<file path="config.mk">
export PLATFORM = sky130hd
export DESIGN_NAME = csc_pipe
export DESIGN_NICKNAME = d
export VERILOG_FILES = /design/src/rtl/csc_pkg.sv /design/src/rtl/csc_cfg_regs.sv /design/src/rtl/csc_pre_stage.sv /design/src/rtl/csc_mat_stage.sv /design/src/rtl/csc_post_stage.sv /design/src/rtl/csc_pipe.sv
export SDC_FILE = /design/constraint.sdc
export NUM_CORES = 2
export LEC_CHECK = 0
export ABC_AREA = 1
export ABC_CLOCK_PERIOD_IN_PS = 10250
export BUFFER_PORTS_ARGS = -buffer_cell sky130_fd_sc_hd__buf_2
export CAP_MARGIN = 5
export CORE_MARGIN = 8
export CORE_UTILIZATION = 40
export CTS_BUF_LIST = sky130_fd_sc_hd__clkbuf_16
export DETAILED_ROUTE_END_ITERATION = 6
export PLACE_DENSITY_LB_ADDON = 0.05
export SETUP_SLACK_MARGIN = 0.15
export SYNTH_ARGS = -nofsm -noshare
export SYNTH_HDL_FRONTEND = slang
export SYNTH_HIERARCHICAL = 1
export SYNTH_SLANG_ARGS = --single-unit
</file>
<file path="constraint.sdc">
create_clock -name clk -period 10.25 [get_ports clk]
set_clock_uncertainty 0.15 [all_clocks]
set_input_delay 1.025 -clock clk [delete_from_list [all_inputs] [get_ports clk]]
set_output_delay 1.025 -clock clk [all_outputs]
set_load 0.02 [all_outputs]
</file>
<file path="src/rtl/csc_pkg.sv">
`timescale 1ns/1ps
package csc_pkg;
    parameter int CW   = 8;    // component width
    parameter int NC   = 3;    // components per pixel
    parameter int KW   = 13;   // coefficient width
    parameter int FRAC = 9;    // coefficient fractional bits
    parameter int BW   = 9;    // bias width
    parameter int AW   = 5;    // configuration address width
    parameter int DW   = 32;   // configuration data width
    parameter int LANE = 16;   // bit offset of the second coefficient in a word

    localparam int NK  = NC * NC;
    localparam int PW  = CW + 2;          // biased sample width
    localparam int MW  = 16;              // matrix output width
    localparam int ACW = KW + PW + 3;     // accumulator width
    localparam int PXW = NC * CW;

    localparam logic [AW-1:0] A_MODE   = AW'(0);
    localparam logic [AW-1:0] A_COEF   = AW'(1);
    localparam logic [AW-1:0] A_PRECL  = AW'(6);
    localparam logic [AW-1:0] A_POSTCL = AW'(9);
    localparam logic [AW-1:0] A_PREB   = AW'(12);
    localparam logic [AW-1:0] A_POSTB  = AW'(15);

    typedef logic [CW-1:0]        comp_t;
    typedef logic signed [KW-1:0] coef_t;
    typedef logic signed [BW-1:0] bias_t;
    typedef logic signed [PW-1:0] smp_t;
    typedef logic signed [MW-1:0] wide_t;

    typedef struct packed {
        comp_t hi;
        comp_t lo;
    } lim_t;

    typedef struct packed {
        logic                en;
        logic                src_yuv;
        logic                dst_yuv;
        coef_t [NK-1:0]      k;
        bias_t [NC-1:0]      pre_b;
        bias_t [NC-1:0]      post_b;
        lim_t  [NC-1:0]      pre_l;
        lim_t  [NC-1:0]      post_l;
    } cfg_t;

    function automatic cfg_t cfg_default();
        cfg_t c;
        c = '0;
        for (int i = 0; i < NC; i++) begin
            c.pre_l[i].hi  = '1;
            c.post_l[i].hi = '1;
        end
        return c;
    endfunction

    // saturate into [lo,hi]; the high limit is applied last and wins
    function automatic comp_t clamp(input wide_t v, input lim_t l);
        wide_t r;
        r = v;
        if (r < $signed(MW'(l.lo))) r = $signed(MW'(l.lo));
        if (r > $signed(MW'(l.hi))) r = $signed(MW'(l.hi));
        return r[CW-1:0];
    endfunction
endpackage

</file>
<file path="src/rtl/csc_cfg_regs.sv">
`timescale 1ns/1ps
module csc_cfg_regs import csc_pkg::*; (
    input  logic          clk,
    input  logic          rst,
    input  logic          wr_en,
    input  logic [AW-1:0] wr_addr,
    input  logic [DW-1:0] wr_data,
    input  logic          frame_start,
    output cfg_t          act
);
    cfg_t stg;

    always_ff @(posedge clk) begin
        if (rst) begin
            stg <= cfg_default();
            act <= cfg_default();
        end else begin
            if (frame_start) act <= stg;
            if (wr_en) begin
                if (wr_addr == A_MODE) begin
                    stg.en      <= wr_data[0];
                    stg.src_yuv <= wr_data[1];
                    stg.dst_yuv <= wr_data[2];
                end
                for (int n = 0; n < NK; n++) begin
                    if (wr_addr == AW'(int'(A_COEF) + n / 2)) begin
                        if (n % 2 == 0) stg.k[n] <= wr_data[KW-1:0];
                        else            stg.k[n] <= wr_data[LANE+KW-1:LANE];
                    end
                end
                for (int i = 0; i < NC; i++) begin
                    if (wr_addr == AW'(int'(A_PRECL) + i))  stg.pre_l[i]  <= wr_data[2*CW-1:0];
                    if (wr_addr == AW'(int'(A_POSTCL) + i)) stg.post_l[i] <= wr_data[2*CW-1:0];
                    if (wr_addr == AW'(int'(A_PREB) + i))   stg.pre_b[i]  <= wr_data[BW-1:0];
                    if (wr_addr == AW'(int'(A_POSTB) + i))  stg.post_b[i] <= wr_data[BW-1:0];
                end
            end
        end
    end

    // working copy moves only on the frame strobe
    assert_shadow_hold_R3: assert property (@(posedge clk) disable iff (rst)
        !frame_start |=> $stable(act));
endmodule

</file>
<file path="src/rtl/csc_pre_stage.sv">
`timescale 1ns/1ps
module csc_pre_stage import csc_pkg::*; (
    input  logic            clk,
    input  logic            rst,
    input  logic            adv,
    input  logic            vin,
    input  logic [PXW-1:0]  pix,
    input  cfg_t            cfg,
    output logic            vout,
    output logic            en,
    output logic            tag,
    output logic [PXW-1:0]  raw,
    output smp_t [NC-1:0]   smp
);
    smp_t [NC-1:0] smp_d;

    always_comb begin
        for (int c = 0; c < NC; c++) begin
            smp_d[c] = $signed({2'b00, clamp(wide_t'(pix[c*CW +: CW]), cfg.pre_l[c])})
                     + smp_t'($signed(cfg.pre_b[c]));
        end
    end

    always_ff @(posedge clk) begin
        if (rst)      vout <= 1'b0;
        else if (adv) vout <= vin;
    end

    always_ff @(posedge clk) begin
        if (adv) begin
            en  <= cfg.en;
            tag <= cfg.en ? cfg.dst_yuv : cfg.src_yuv;
            raw <= pix;
            smp <= smp_d;
        end
    end
endmodule

</file>
<file path="src/rtl/csc_mat_stage.sv">
`timescale 1ns/1ps
module csc_mat_stage import csc_pkg::*; (
    input  logic            clk,
    input  logic            rst,
    input  logic            adv,
    input  logic            vin,
    input  logic            en_in,
    input  logic            tag_in,
    input  logic [PXW-1:0]  raw_in,
    input  smp_t [NC-1:0]   smp,
    input  cfg_t            cfg,
    output logic            vout,
    output logic            en,
    output logic            tag,
    output logic [PXW-1:0]  raw,
    output wide_t [NC-1:0]  mat
);
    wide_t [NC-1:0] mat_d;

    for (genvar r = 0; r < NC; r++) begin : g_row
        logic signed [ACW-1:0] acc;
        always_comb begin
            acc = ACW'(1 << (FRAC - 1));
            for (int c = 0; c < NC; c++) begin
                acc = acc + ACW'($signed(cfg.k[r*NC+c])) * ACW'($signed(smp[c]));
            end
        end
        assign mat_d[r] = wide_t'(acc >>> FRAC);
    end

    always_ff @(posedge clk) begin
        if (rst)      vout <= 1'b0;
        else if (adv) vout <= vin;
    end

    always_ff @(posedge clk) begin
        if (adv) begin
            en  <= en_in;
            tag <= tag_in;
            raw <= raw_in;
            mat <= mat_d;
        end
    end
endmodule

</file>
<file path="src/rtl/csc_post_stage.sv">
`timescale 1ns/1ps
module csc_post_stage import csc_pkg::*; (
    input  logic            clk,
    input  logic            rst,
    input  logic            adv,
    input  logic            vin,
    input  logic            en_in,
    input  logic            tag_in,
    input  logic [PXW-1:0]  raw_in,
    input  wide_t [NC-1:0]  mat,
    input  cfg_t            cfg,
    output logic            vout,
    output logic            tag,
    output logic [PXW-1:0]  pix
);
    logic [PXW-1:0] pix_d;

    always_comb begin
        for (int c = 0; c < NC; c++) begin
            pix_d[c*CW +: CW] = en_in
                ? clamp($signed(mat[c]) + wide_t'($signed(cfg.post_b[c])), cfg.post_l[c])
                : raw_in[c*CW +: CW];
        end
    end

    always_ff @(posedge clk) begin
        if (rst)      vout <= 1'b0;
        else if (adv) vout <= vin;
    end

    always_ff @(posedge clk) begin
        if (adv) begin
            tag <= tag_in;
            pix <= pix_d;
        end
    end

    // converted output lies inside the post-clamp window in force when it was computed
    for (genvar c = 0; c < NC; c++) begin : g_chk
        assert_post_window_R7: assert property (@(posedge clk) disable iff (rst)
            ($past(adv) && $past(vin) && $past(en_in)
             && ($past(cfg.post_l[c].lo) <= $past(cfg.post_l[c].hi)))
            |-> (pix[c*CW +: CW] >= $past(cfg.post_l[c].lo))
             && (pix[c*CW +: CW] <= $past(cfg.post_l[c].hi)));
    end
endmodule

</file>
<file path="src/rtl/csc_pipe.sv">
`timescale 1ns/1ps
module csc_pipe import csc_pkg::*; (
    input  logic            clk,
    input  logic            rst,
    input  logic            cfg_we,
    input  logic [AW-1:0]   cfg_addr,
    input  logic [DW-1:0]   cfg_wdata,
    input  logic            frame_start,
    input  logic            in_valid,
    output logic            in_ready,
    input  logic [PXW-1:0]  in_pix,
    output logic            out_valid,
    input  logic            out_ready,
    output logic [PXW-1:0]  out_pix,
    output logic            out_yuv
);
    cfg_t           cfg;
    logic           adv;
    logic           v1, en1, tag1, v2, en2, tag2, v3;
    logic [PXW-1:0] raw1, raw2;
    smp_t  [NC-1:0] smp1;
    wide_t [NC-1:0] mat2;

    // one shared advance: every stage moves unless the last one is stuck
    assign adv       = !v3 || out_ready;
    assign in_ready  = adv;
    assign out_valid = v3;

    csc_cfg_regs u_cfg (
        .clk(clk), .rst(rst), .wr_en(cfg_we), .wr_addr(cfg_addr),
        .wr_data(cfg_wdata), .frame_start(frame_start), .act(cfg)
    );

    csc_pre_stage u_pre (
        .clk(clk), .rst(rst), .adv(adv), .vin(in_valid), .pix(in_pix), .cfg(cfg),
        .vout(v1), .en(en1), .tag(tag1), .raw(raw1), .smp(smp1)
    );

    csc_mat_stage u_mat (
        .clk(clk), .rst(rst), .adv(adv), .vin(v1), .en_in(en1), .tag_in(tag1),
        .raw_in(raw1), .smp(smp1), .cfg(cfg),
        .vout(v2), .en(en2), .tag(tag2), .raw(raw2), .mat(mat2)
    );

    csc_post_stage u_post (
        .clk(clk), .rst(rst), .adv(adv), .vin(v2), .en_in(en2), .tag_in(tag2),
        .raw_in(raw2), .mat(mat2), .cfg(cfg),
        .vout(v3), .tag(out_yuv), .pix(out_pix)
    );

    assert_stall_hold_R9: assert property (@(posedge clk) disable iff (rst)
        (out_valid && !out_ready) |=> out_valid && $stable(out_pix) && $stable(out_yuv));

    assert_empty_after_reset_R1: assert property (@(posedge clk) disable iff (rst)
        $past(rst) |-> !out_valid && in_ready);
endmodule

</file>
### Word-level counts from Yosys, hierarchy flattened

Index checks and enable logic that the tools add are counted.

| operators by class | value |
|---|---|
| equal/unequal tests | 17 |
| add/sub/neg operators | 15 |
| multiplexer cells | 16 |
| multiply operators | 9 |
| reductions and logical operators | 21 |
| order comparisons | 12 |

Operators by type and width:

| kind | number |
|---|---|
| 13-bit by 10-bit multiplier with 23-bit output | 9 |
| 25-bit adder | 6 |
| 8-bit 2-to-1 mux | 12 |
| 10-bit by 25-bit adder with 25-bit output (first input constant) | 3 |
| 16-bit by 9-bit adder with 16-bit output | 3 |
| 16-bit by 9-bit greater-than comparator with 1-bit output | 3 |
| 16-bit by 9-bit < comparator with 1-bit output | 3 |
| 16-bit 2-to-1 mux | 3 |
| 5-bit by 4-bit == test with 1-bit output (second input constant) | 8 |
| 2-bit AND reduction | 18 |
| 9-bit by 9-bit adder with 10-bit output | 3 |
| 8-bit greater-than comparator | 3 |
| 8-bit < comparator | 3 |
| 5-bit by 3-bit == test with 1-bit output (second input constant) | 4 |
| 5-bit by 2-bit == test with 1-bit output (second input constant) | 2 |
| 5-bit == test (second input constant) | 2 |
| 5-bit by 1-bit == test with 1-bit output (second input constant) | 1 |
| 5-bit logical NOT | 1 |
| 1-bit logical NOT | 1 |
| 1-bit logical OR | 1 |
| 1-bit 2-to-1 mux | 1 |

| storage, ports and cells | value |
|---|---|
| bits of input ports | 67 |
| word-level logic and storage cells | 167 |
| output and inout bits | 27 |
| register bits after elaboration | 698 |

### Longest topological paths before layout

| logic depth | value |
|---|---|
| depth after elaboration | 6 |
| depth in mapped cells | 47 |
| gate-level depth less buffers | 45 |

### By module

Netlist, hierarchy kept.

By module, submodules not included:

| module | area an instance (um^2) | seq. area each (um^2) | cells an instance | instances |
|---|---|---|---|---|
| csc_mat_stage | 51555.7 | 2242.2 | 6205 | 1 |
| csc_cfg_regs | 20544.7 | 10810.4 | 2841 | 1 |
| csc_post_stage | 5655.4 | 770.7 | 954 | 1 |
| csc_pre_stage | 4698.3 | 1701.6 | 559 | 1 |
| csc_pipe | 7.5 | 0.0 | 2 | 1 |

### Worst setup path after synthesis

OpenSTA, ideal clock, no wires.

| timing path | value |
|---|---|
| kind | register to register |
| start | register u_pre/smp[1] (netlist name) |
| end | register u_mat/mat[30] (netlist name), data pin |
| stages on the path, launching flop included | 41 |
| clock period less this slack | 9.787 ns |
| data required time | 9.848 ns |
| path buffers | 2 |
| library setup time | 0.252 ns |
| arrival | 9.385 ns |
| setup slack | 0.463 ns |
| cell sequence | edfxtp_1 > clkbuf_1 > clkbuf_1 > nand2_1 > fa_1 > inv_1 > fa_1 > inv_1 > fa_1 > inv_1 > fa_1 > inv_1 > fa_1 > inv_1 > ha_1 > nand3_1 > nor3_1 > nand4_1 > (+5 left out) > fa_1 > inv_1 > fa_1 > fa_1 > inv_1 > fa_1 > inv_1 > fa_1 > inv_1 > ha_1 > a21oi_1 > nor2_1 > nor2_1 > nor2_1 > nor3_1 > nand2_1 > nand2_1 > nand2_1 |

| on the way | value |
|---|---|
| longest elaborated chain between the ends | 4 |

Ends and longest elaborated chain:

| what | line | source |
|---|---|---|
| start: declaration | csc_pre_stage.sv:13 | `output smp_t [NC-1:0] smp` |
| start signal: assignment | csc_pre_stage.sv:34 | `smp <= smp_d;` |
| 13-bit by 10-bit multiplier with 23-bit output | csc_mat_stage.sv:25 | `acc = acc + ACW'($signed(cfg.k[r*NC+c])) * ACW'($signed(smp[c]));` |
| 10-bit by 25-bit adder with 25-bit output | csc_mat_stage.sv:25 |  |
| 25-bit adder (2 in a row) | csc_mat_stage.sv:25 |  |
| via u_mat.g_row[1].acc[23] | csc_mat_stage.sv:21 | `logic signed [ACW-1:0] acc;` |
| end signal: assignment | csc_mat_stage.sv:41 | `mat <= mat_d;` |
| end: declaration | csc_mat_stage.sv:16 | `output wide_t [NC-1:0] mat` |

The timed path passes the listed nets, and every way through them passes these cells.
A chain may end at the register's enable or synchronous reset.

### Worst setup path in the final report

| timing path | value |
|---|---|
| start | register u_pre/smp[2] (netlist name) |
| end | register u_mat/mat[25] (netlist name), data pin |

Same word-level chain as after synthesis.

==> qor.csv <==
metric,value,unit
yosysSeqAreaShare,18.83,%
setup_ws,0.4458,ns
endpoint_kind,flop,
fp.dieW,470.0,um
row_count,166,
r2r-end,u_mat/mat[25],
syn_nets,12520,
fill_cells,20780,
drive_gt1_share,7.839,%
cts_root_buffer,clkbuf_16,
htree_levels,3,
synth_edf_count,155,
dp_hpwl,198500,um
syn_area,0.08246,mm2
syn_to_final_growth,9.835,%
core,0.2048,mm2
cts_buffers,86,
criticalPathCategory,flop to flop,
antenna_found_initial,7,
async_flop_share,0,%
path_depth,40,
final_nets,12480,
finalMaxSlewViolations,0,
tns,0,ns
avgViaCountPerCell,4.812,
ys_types,55,
cp-start-kind,flop,
clkTransAtPathRegs,0.06,ns
cap_viol_max_count,0,
crit_buf_inv,13,
drtAntennaViolNets,0,
finalCritPeriodShare,95.65,%
grt_pass1_wl,383000,um
worstSkewPairLatency,0.72,ns
ys_top_cells_by_area,"fa_1, dfxtp_1, inv_1, nand2_1, ha_1",
drc_errors,0,
ys_ff_latch,698,
worstPathArrival,10.11,ns
critPathMaxFanout,5,
multi_input_area,0.05620,mm2
port_buffers,90,
drt_iter0_drc,4032,
grt-ovfl-total,0,
dpl_worst_slack,-0.003090,ns
reg2reg_depth,40,
cts_tree,yes,
initial_core_util,40.27,%
routed_wl,248100,um
final_common_cell,inv_1,
hold_path_depth,2,
period_minus_slack,9.804,ns
register_area,0.01553,mm2
vias,63890,
clock.fmax,0.1020,GHz
mostFrequentLayoutCells,"inv_1, nand2_1, fa_1, nand3_1, dfxtp_1",
io_pins,94,
status,completed,
wl_per_cell,18.69,um
rsz0062_at_grt,true,
fp.dieArea,0.2209,mm2
r2r_start,u_pre/smp[2],
avgSynthCellArea,7.808,um2
hold_class,flop to flop,
yosys.area.top_type_share,31.97,%
synth_largest_area_cell,fa_1,
finalHoldViolations,0,
setup_violations,0,
synth_ff_type,dfxtp_1,
gp_congestion,0.8901,
worst_pin_slew,1.278,ns
cp_slowest_stage_delay,0.56,ns
first_pass_iters,6,
holdBufCountCts,0,
crit_slowest_cell,fa_1,
min_from,u_cfg/stg[218],
grt_max_degree,213,
synthCells,10560,
grt_pass1_vias,64830,
die_h,470.0,um
synth_warnings,6,
fin_util,44.23,%
max_slew_margin,14.81,%
crit_required,10.56,ns
ctsLongestPathBuffers,3,
hold_end,u_cfg/act[218],
reg2reg_slack,0.45,ns
critPathTopFamily,adder cells,
cts_sinks,698,
grt_use_total,22.06,%
[cell usage after synthesis, types with 14 or more instances]
cell and count:
or2_2 62, edfxtp_1 155, and2_1 26, nand3_1 592
nand4_1 33, xnor2_1 45, fa_1 1317, buf_1 49
clkbuf_1 337, xor2_1 87, inv_1 2707, nand2_2 24
a21oi_1 380, buf_2 55, ha_1 574, nor2_2 14
nand2_1 2550, nor2_1 531, dfxtp_1 543, nand3_2 14
nor3_1 23, o21ai_0 303
[worst max-delay path by stage]
stage	from	to	slack, ns
finish	u_pre/smp[2]	u_mat/mat[25]	0.45
global route	u_pre/smp[22]	u_mat/mat[47]	0.08
CTS	u_pre/smp[4]	u_mat/mat[31]	0.16
detailed placement	u_pre/smp[4]	u_mat/mat[31]	-0.003
global placement	u_pre/smp[4]	u_mat/mat[31]	-0.04
floorplan	u_pre/smp[1]	u_mat/mat[30]	0.46
[state kept, by name (all words and copies together), names as in the netlist]
signal       count
u_pre/smp       30
u_cfg/stg      270
u_pre/tag        1
u_mat/en         1
u_mat/tag        1
u_mat/vout       1
u_mat/raw       24
u_post/pix      24
u_mat/mat       48
u_cfg/act      270
u_post/vout      1
u_post/tag       1
u_pre/raw       24
u_pre/vout       1
u_pre/en         1
[per-stage QoR]
| stage | cells | area (um2) | hold WS (ns) |
|---|---|---|---|
| final | 13280 | 90570 | 0.2582 |
| after global placement | 13080 | 86160 | 0.2503 |
| after CTS | 13240 | 89000 | 0.2467 |
| after detailed placement | 13080 | 86160 | 0.2545 |
| after global routing | 13280 | 90570 | 0.2703 |
| after floorplan | 10560 | 82460 | 0.2503 |
[worst min-delay path, delay by kind of cell (launching register included)]
family,cells,cell delay [ns]
flip-flops,1,0.29
AO/OA/AOI/OAI,1,0.06
buffers and inverters,1,0.06
[cell families after synthesis]
logic type,after synthesis,synth area share [%]
compound gates,757,4.843
xor+xnor,132,1.402
fa+ha+maj,1891,40.68
buf+inv,3167,14.55
flops,698,18.83
mux,4,0.05007
simple gates,3912,19.64
[repair_timing]
action / CTS / global route
setup buffers: 0 / 31
endpoints found under the setup margin: 4 / 23
pin swaps: 0 / 106
gates resized for setup: 10 / 276
gates cloned: 0 / 4
[layout make-up]
cell class | count | share of cell area (%)
Multi-Input combinational cell | 6696 | 62.05
Sequential cell | 698 | 17.15
Timing Repair Buffer | 316 | 2.701
Inverter | 2720 | 11.29
Antenna cell | 1 | 0.002763
Clock buffer | 89 | 2.459
Tap cell | 2688 | 3.713
Clock inverter | 69 | 0.6327
[layer usage]
| metal | vias to the layer above | global-route usage, % | part of all wire (%) |
|---|---|---|---|
| li1 | 30850 | - | - |
| met4 | 2 | 5.749 | 2.8 |
| met5 | - | 0 | 0.0052 |
| met2 | 1250 | 38.27 | 49 |
| met1 | 31530 | 29.62 | 45 |
| met3 | 259 | 2.084 | 4.0 |
Power is left out: the tool's default activity adds up to more than one toggle a clock period on the data nets, which glitch-free logic cannot reach.
